===== src/rtl/uft_pkg.sv =====
// Shared types and the frame builder for the serial frame transmitter.
// Assumes characters are at most 8 bits and frames at most 12 bits long.
package uft_pkg;

    localparam int CHAR_W  = 8;
    localparam int FRAME_W = 12;
    localparam int LEN_W   = 4;

    typedef struct packed {
        logic [FRAME_W-1:0] bits;  // bit 0 goes out first
        logic [LEN_W-1:0]   len;   // number of bit times in the frame
    } frame_t;

    // Builds the complete frame for one character under the given format.
    function automatic frame_t uft_make_frame(input logic [CHAR_W-1:0] ch,
                                              input logic [7:1] mode);
        frame_t              f;
        int                  nd;
        logic [CHAR_W-1:0]   low_mask;
        logic [CHAR_W-1:0]   dm;
        logic                pb;
        logic                par_on;
        logic                two_stop;
        case (mode[2:1])
            2'b10:   nd = 7;
            2'b11:   nd = 6;
            default: nd = 8;
        endcase
        low_mask = 8'hFF >> (8 - nd);
        dm       = ch & low_mask;
        case (mode[4:3])
            2'b00:   pb = ^dm;
            2'b01:   pb = ~^dm;
            2'b10:   pb = 1'b0;
            default: pb = 1'b1;
        endcase
        par_on   = ~mode[5];
        two_stop = mode[7] & ~mode[6];
        f.bits      = '1;
        f.bits[0]   = 1'b0;
        f.bits[8:1] = dm | ~low_mask;
        if (par_on && !pb)
            f.bits = f.bits & ~(12'd1 << (nd + 1));
        f.len = LEN_W'(1 + nd + (par_on ? 1 : 0) + (two_stop ? 2 : 1));
        return f;
    endfunction

endpackage


===== src/rtl/uft_fifo.sv =====
// Character queue for the transmitter. Clear takes priority over all traffic.
// A push into a full queue succeeds only when a pop happens in the same cycle.
// The caller must not pop an empty queue; such pops are ignored.
module uft_fifo #(
    parameter int DEPTH = 16,
    parameter int WIDTH = 8
) (
    input  logic             clk,
    input  logic             rst_n,
    input  logic             clr,
    input  logic             push,
    input  logic [WIDTH-1:0] din,
    input  logic             pop,
    output logic [WIDTH-1:0] dout,
    output logic             empty,
    output logic             full
);
    localparam int AW = (DEPTH > 1) ? $clog2(DEPTH) : 1;
    localparam int CW = $clog2(DEPTH + 1);

    logic [WIDTH-1:0] mem [DEPTH];
    logic [AW-1:0]    rd_ptr;
    logic [AW-1:0]    wr_ptr;
    logic [CW-1:0]    count;
    logic             push_ok;
    logic             pop_ok;

    function automatic logic [AW-1:0] ptr_next(input logic [AW-1:0] p);
        return (p == AW'(DEPTH - 1)) ? '0 : p + 1'b1;
    endfunction

    // Decide which requests take effect this cycle.
    always_comb begin
        pop_ok  = pop && !empty;
        push_ok = push && (!full || pop_ok);
    end

    // Store an accepted character.
    always_ff @(posedge clk) begin
        if (push_ok && !clr)
            mem[wr_ptr] <= din;
    end

    // Track pointers and occupancy.
    always_ff @(posedge clk) begin
        if (!rst_n || clr) begin
            rd_ptr <= '0;
            wr_ptr <= '0;
            count  <= '0;
        end else begin
            if (push_ok) wr_ptr <= ptr_next(wr_ptr);
            if (pop_ok)  rd_ptr <= ptr_next(rd_ptr);
            case ({push_ok, pop_ok})
                2'b10:   count <= count + 1'b1;
                2'b01:   count <= count - 1'b1;
                default: count <= count;
            endcase
        end
    end

    // Present the head entry and the occupancy flags.
    always_comb begin
        dout  = mem[rd_ptr];
        empty = (count == '0);
        full  = (count == CW'(DEPTH));
    end

endmodule


===== src/rtl/uft_ctrl.sv =====
// Control gating for the transmitter. The run level is enable and not disable.
// The break flag is set by start, cleared by stop or transmit reset; stop wins.
module uft_ctrl (
    input  logic clk,
    input  logic rst_n,
    input  logic tx_enable,
    input  logic tx_disable,
    input  logic break_start,
    input  logic break_stop,
    input  logic tx_reset,
    output logic run,
    output logic brk
);
    // Hold the break state between the start and stop pulses.
    always_ff @(posedge clk) begin
        if (!rst_n || tx_reset || break_stop)
            brk <= 1'b0;
        else if (break_start)
            brk <= 1'b1;
    end

    // Disable overrides enable.
    always_comb run = tx_enable && !tx_disable;

endmodule


===== src/rtl/uft_ser.sv =====
// Serialiser: loads a prebuilt frame on a baud tick and shifts one bit per
// tick. It assumes baud_tick is a single-cycle pulse. A new frame is loaded
// only when the run level is set, no break is active and the queue has data.
// The load can happen on the tick that ends the previous frame.
module uft_ser
    import uft_pkg::*;
(
    input  logic              clk,
    input  logic              rst_n,
    input  logic              clr,
    input  logic              brk,
    input  logic              run,
    input  logic              tick,
    input  logic [7:1]        mode,
    input  logic              q_empty,
    input  logic [CHAR_W-1:0] q_head,
    output logic              q_pop,
    output logic              busy,
    output logic              line
);
    logic [FRAME_W-1:0] fr;
    logic [LEN_W-1:0]   left;
    logic               can_load;
    logic               slot_free;
    frame_t             nxt;

    // Build the candidate frame and decide whether it loads this tick.
    always_comb begin
        nxt       = uft_make_frame(q_head, mode);
        slot_free = !busy || (left == LEN_W'(1));
        can_load  = run && !brk && !q_empty && !clr;
        q_pop     = tick && slot_free && can_load;
    end

    // Shift the frame out one bit per tick and chain the next frame.
    always_ff @(posedge clk) begin
        if (!rst_n || clr || brk) begin
            busy <= 1'b0;
            left <= '0;
            fr   <= '1;
        end else if (tick) begin
            if (busy && left > LEN_W'(1)) begin
                fr   <= {1'b1, fr[FRAME_W-1:1]};
                left <= left - 1'b1;
            end else if (can_load) begin
                fr   <= nxt.bits;
                left <= nxt.len;
                busy <= 1'b1;
            end else begin
                busy <= 1'b0;
                fr   <= '1;
            end
        end
    end

    // Break forces low; otherwise the current bit or idle high.
    always_comb line = brk ? 1'b0 : (busy ? fr[0] : 1'b1);

endmodule


===== src/rtl/uart_frame_tx.sv =====
// Top of the serial frame transmitter: queue, control gating and serialiser.
// It assumes an external generator pulses baud_tick once per bit time.
module uart_frame_tx #(
    parameter int FIFO_DEPTH = 16
) (
    input  logic       clk,
    input  logic       rst_n,
    input  logic [7:1] mode_word,
    input  logic       tx_enable,
    input  logic       tx_disable,
    input  logic       break_start,
    input  logic       break_stop,
    input  logic       tx_reset,
    input  logic       baud_tick,
    input  logic       wr_valid,
    input  logic [7:0] wr_char,
    output logic       serial_out,
    output logic       fifo_empty,
    output logic       fifo_full
);
    import uft_pkg::*;

    logic              run_on;
    logic              brk_on;
    logic              q_pop;
    logic [CHAR_W-1:0] q_head;
    logic              ser_busy;

    uft_ctrl u_ctrl (
        .clk         (clk),
        .rst_n       (rst_n),
        .tx_enable   (tx_enable),
        .tx_disable  (tx_disable),
        .break_start (break_start),
        .break_stop  (break_stop),
        .tx_reset    (tx_reset),
        .run         (run_on),
        .brk         (brk_on)
    );

    uft_fifo #(
        .DEPTH (FIFO_DEPTH),
        .WIDTH (CHAR_W)
    ) u_fifo (
        .clk   (clk),
        .rst_n (rst_n),
        .clr   (tx_reset),
        .push  (wr_valid),
        .din   (wr_char),
        .pop   (q_pop),
        .dout  (q_head),
        .empty (fifo_empty),
        .full  (fifo_full)
    );

    uft_ser u_ser (
        .clk     (clk),
        .rst_n   (rst_n),
        .clr     (tx_reset),
        .brk     (brk_on),
        .run     (run_on),
        .tick    (baud_tick),
        .mode    (mode_word),
        .q_empty (fifo_empty),
        .q_head  (q_head),
        .q_pop   (q_pop),
        .busy    (ser_busy),
        .line    (serial_out)
    );

endmodule


===== config.mk =====
export PLATFORM = sky130hd
export DESIGN_NAME = uart_frame_tx
export DESIGN_NICKNAME = d
export VERILOG_FILES = /design/src/rtl/uft_pkg.sv /design/src/rtl/uft_fifo.sv /design/src/rtl/uft_ctrl.sv /design/src/rtl/uft_ser.sv /design/src/rtl/uart_frame_tx.sv
export SDC_FILE = /design/constraint.sdc
export NUM_CORES = 1
export LEC_CHECK = 0
export BUFFER_PORTS_ARGS = -buffer_cell sky130_fd_sc_hd__clkbuf_2
export CAP_MARGIN = 0
export CORE_MARGIN = 5
export CORE_UTILIZATION = 50
export CTS_CLUSTER_SIZE = 28
export DETAILED_ROUTE_END_ITERATION = 16
export GPL_ROUTABILITY_DRIVEN = 0
export PLACE_DENSITY_LB_ADDON = 0.15
export SYNTH_ARGS = -nofsm -noshare
export SYNTH_HDL_FRONTEND = slang
export SYNTH_SLANG_ARGS = --single-unit

===== constraint.sdc =====
create_clock -name clk -period 4.66 [get_ports clk]
set_input_delay 0 -clock clk [delete_from_list [all_inputs] [get_ports clk]]
set_output_delay 0 -clock clk [all_outputs]
set_load 0.005 [all_outputs]

======== Yosys cells after proc, flatten, opt, wreduce, memory -nomap -nowiden ========
Memories as Yosys holds them, arrays and structs flattened. A register that Yosys moved wholly into a read port is not among the register bits.
Index checks and enable logic that the tools add are counted.
word-level totals
  register bits after elaboration ......... 31
  memory bits (writable) .................. 128
  bits of input ports ..................... 24
  logic and storage cells ................. 90
  memories kept ........................... 1
memories
  name        depth  width  read ports  clocked after Yosys merged registers in  write ports  RTL line        RTL
  u_fifo.mem  16     8      1           1                                        1            uft_fifo.sv:21  logic [WIDTH-1:0] mem [DEPTH];
operators by class
  add/sub/neg operators ................... 9
  $lt $le $gt $ge ......................... 1
  eq/ne operators ......................... 10
  shift operators ......................... 2
  mux-type cells .......................... 19
  bitwise logic cells ..................... 9
  reduce and logical (&&, ||, !) cells .... 32
operators with widths
  cell                                               count
  2-to-1 mux 12 bit                                  3
  right shift 8 x 32 -> 8 bit, first input constant  1
  2-to-1 mux 4 bit                                   6
  AND 12 bit                                         1
  inverter 12 bit                                    1
  << shifter 1 x 5 -> 12 bit, first input constant   1
  logical AND 1 bit                                  11
  case mux 5 bit (2 select lines)                    1
  adder 4 x 1 -> 4 bit, second input constant        2
  adder 4 bit                                        2
  AND 8 bit                                          1
  equality test 2 bit, second input constant         4
  equality test 4 bit, second input constant         2
  zero test 1 bit                                    8
  inverter 8 bit                                     1
  bitwise OR 8 bit                                   1
  case mux 4 bit (2 select lines)                    1
  XNOR reduction 8 bit                               1
  XOR reduction 8 bit                                1
  2-to-1 mux 1 bit                                   6
  adder 4 x 1 -> 5 bit, second input constant        1
  adder 5 x 1 -> 5 bit, second input constant        1
  equality test 5 bit, second input constant         1
  zero test 5 bit                                    1
  other kinds (14)                                   23

======== Longest topological paths before layout ========
  depth after elaboration ................. 12
  mapped depth ............................ 15
  mapped depth without buffers ............ 14

======== By module ========
From an unflattened synthesis, not the netlist that was laid out.
unflattened totals
  cells, all modules ...................... 471
  area, all modules ....................... 6977.9 um^2
modules (own cells, without submodules)
  module    instances  cells each  area an instance (um^2)  seq. area each (um^2)
  uft_fifo  1          335         5895.7                   4184.0
  uft_ser   1          132         1037.2                   340.3
  uft_ctrl  1          4           45.0                     20.0

======== Worst setup path after synthesis ========
No wires, ideal clock.
  path type ............................... register to register
  start ................................... reg with a tool-made name
  end ..................................... reg u_ser.fr[7]
  data arrival time ....................... 3.184 ns
  data required time ...................... 4.535 ns
  slack ................................... 1.351 ns
  cell stages (with the launch flop) ...... 12
  buffers on the path ..................... 2
  cells stage by stage .................... dfxtp_1 > buf_6 > buf_4 > mux4_2 > a22oi_1 > nand2_1 > xnor2_1 > xnor3_1 > xnor2_1 > or4b_1 > and2_1 > o41a_1
RTL lines
  what                  RTL line       RTL
  to (signal assigned)  uft_ser.sv:43  fr <= {1'b1, fr[FRAME_W-1:1]};
  to (signal assigned)  uft_ser.sv:46  fr <= nxt.bits;
  to (decl)             uft_ser.sv:21  logic [FRAME_W-1:0] fr;

==> run metrics <==
number of global-route vias before repair 4,215; Post-Route WL 14.8 mm; crit end category flip-flop; CP Launch Type flip-flop; worst hold-check slack 0.0200 ns; nets 569; asr flop ratio synth 0; # fillers 1,051; clock transition at the registers of the reported paths 0.06 ns; die width 129 µm; htree depth 4; largest net degree at the start of global routing 30; post-CTS setup buffer count 0; Area contributors post-synth edfxtp_1 55%, mux4_2 11%, dfxtp_1 10%; clock sink count 163; ANT nets after route 0; setup TNS 0 ns; DR WL/cell 20.4 µm; Mapped Nets 517; top cell type's share of synthesized area 0.546; most frequent cells in the layout 128 x edfxtp_1, 45 x nor2_1, 34 x mux4_2, 34 x dfxtp_1, 32 x nand2_1; die span in y 129 µm; Leak 2.75 nW; RSZ-0062 raised after global routing no; # IOs 27; switching share of power 0.199; Post-Synthesis Cells 478; max cap viols 0; Area growth syn-to-layout 15.3%; design area 8110 µm²; post-cts sizing count 0; die area 16,500 µm²; HP Start wr_valid; gr ovfl total 0; clk_skew 0.00666 ns; Fin. Hold Viols 0; FMAX 263 MHz; crit path DAT 4.10 ns; Total GRT Usage 0.192; synthesized cell area 7040 µm²; flop2flop setup slack 0.86 ns; cts hold-fix bufs 9; Seq pwr share 0.515; logic gate share of total power 0.035; Clock power frac 0.451; Final Util 0.587; post-route DRC violation count 0; clock latency at the later pin of the worst-skew pair 0.42 ns; CTS max path bufs 2; placed cell area 7430 µm²; worst endpoint required time 4.96 ns; global-route wire length before repair 23.5 mm; Ys Warns 0; minimum clock period 3.80 ns; worst slew pin tran 0.885 ns; count of final max-slew check failures 0; most common cell after layout, fill and taps aside edfxtp_1; Initial DRT Pass Iterations 5; Starting Density 0.509; Peak supply drop 251 µV; Setup WS post-layout 0.864 ns; clock buffer count from CTS 17; Int Pwr 2.46 mW; Post-synth EDFFs 128; Hold Crit Class input port to flip-flop; clk root buf clkbuf_16; Yosys reg bits 163; leading area contributor after synthesis edfxtp_1; critical path class flip-flop to flip-flop; DRT iter0 DRCs 301; sequential-to-total area share from yosys stat 0.646; Synth cell types 51; worst-path fanout max 15; sw power 0.610 mW; Main synth FF type edfxtp_1; Post-DP HPWL 10.1 mm; num rows 43; ANT cells 0; CTS tree done; Slew HR 0.408; syn_area_per_cell 14.7 µm²; share of post-route cells with drive strength above 1 0.208; # port buffers 26; initial antenna violation count 0; status finished clean; pwr dens 378 nW/µm²; dpl ws 0.844 ns; period utilization 0.814; post-DR vias/cell 5.79; core footprint 13,800 µm²; DR vias 4,186; # setup viols final 0
-- critical path, cell delays in order (launching register included) --
cell	delay [ns]
dfxtp_2	0.67
buf_4	0.28
mux4_2	0.51
a22oi_1	0.25
nand2_1	0.14
xnor2_1	0.20
xnor3_1	0.37
xnor2_1	0.15
or4b_1	0.52
and2_1	0.20
o41a_1	0.40
-- state kept, by name, summed over array words and instances, names as in the netlist, named ones only --
| name | cells |
|---|---|
| u_fifo.mem | 128 |
| u_ser.fr | 12 |
| u_fifo.count | 5 |
| u_fifo.rd_ptr | 4 |
| u_fifo.wr_ptr | 4 |
| u_ser.left | 4 |
| u_ctrl.brk | 1 |
| u_ser.busy | 1 |
-- layer usage --
metal / track usage / vias to the layer above / routed length, µm
li1: - / 1936 / -
met1: 0.257 / 2118 / 6440
met2: 0.311 / 114 / 7310
met3: 0.0490 / 18 / 837
met4: 0.0587 / 0 / 196
met5: 0 / - / 0
-- synth_stat cells, types with 2 or more instances --
cell / instances
nand2_1: 32
o21a_1: 2
and2_1: 4
nor2_1: 45
nor4_1: 2
o211ai_1: 2
o221a_2: 2
a21oi_1: 21
a21o_1: 5
buf_1: 2
edfxtp_1: 128
nor3_1: 7
a22oi_1: 12
o21ai_0: 18
inv_1: 15
a211oi_1: 2
buf_2: 3
dfxtp_1: 35
mux4_2: 34
o221ai_1: 5
nand3_1: 9
xor2_1: 12
nor2b_1: 4
ha_1: 12
or3_1: 5
clkbuf_1: 13
xnor2_1: 9
mux2i_1: 7
nand2b_1: 5
buf_6: 3
fa_1: 3
-- stage by stage --
stage | total power [mW] | std cells
floorplan | 1.67 | 478
CTS | 3.10 | 723
detailed placement | 1.71 | 682
finish | 3.07 | 723
global route | 3.18 | 723
global placement | 1.71 | 682
-- cells by family (layout without fill, tap and decap cells) --
| kind of cell | Yosys count | in the layout | synth area share |
|---|---|---|---|
| compound gates | 79 | 79 | 0.0732 |
| xor+xnor | 22 | 22 | 0.0293 |
| fa+ha+maj | 15 | 15 | 0.0299 |
| buf+inv | 37 | 102 | 0.0240 |
| flops | 163 | 163 | 0.646 |
| mux | 42 | 42 | 0.120 |
| simple gates | 120 | 120 | 0.0775 |
-- final timing paths --
kind	depth (start not counted)	end
worst max register to register	10	u_ser.fr[7]$_SDFFE_PP1P_
worst min-delay path	4	u_fifo.wr_ptr[1]$_SDFFE_PP0N_
worst max-delay path	10	u_ser.fr[7]$_SDFFE_PP1P_
worst min register to register	1	u_ser.fr[11]$_SDFFE_PP1P_
-- power by group through the flow --
stage	clock [mW]	sequential, mW	combinational [mW]
floorplan	0	1.61	0.0579
global placement	0	1.61	0.0985
detailed placement	0	1.61	0.101
CTS	1.41	1.58	0.107
global route	1.48	1.58	0.120
finish	1.38	1.58	0.107
-- area by class of cell --
class | count | area [µm²] | area share
clock inverter | 13 | 159 | 0.0196
tap | 180 | 225 | 0.0278
multi-input combinational | 278 | 2320 | 0.287
timing repair buffer | 55 | 370 | 0.0456
clock buffer | 19 | 433 | 0.0534
inverter | 15 | 56.3 | 0.00694
sequential | 163 | 4550 | 0.560
Power figures use the tool's default switching activity.
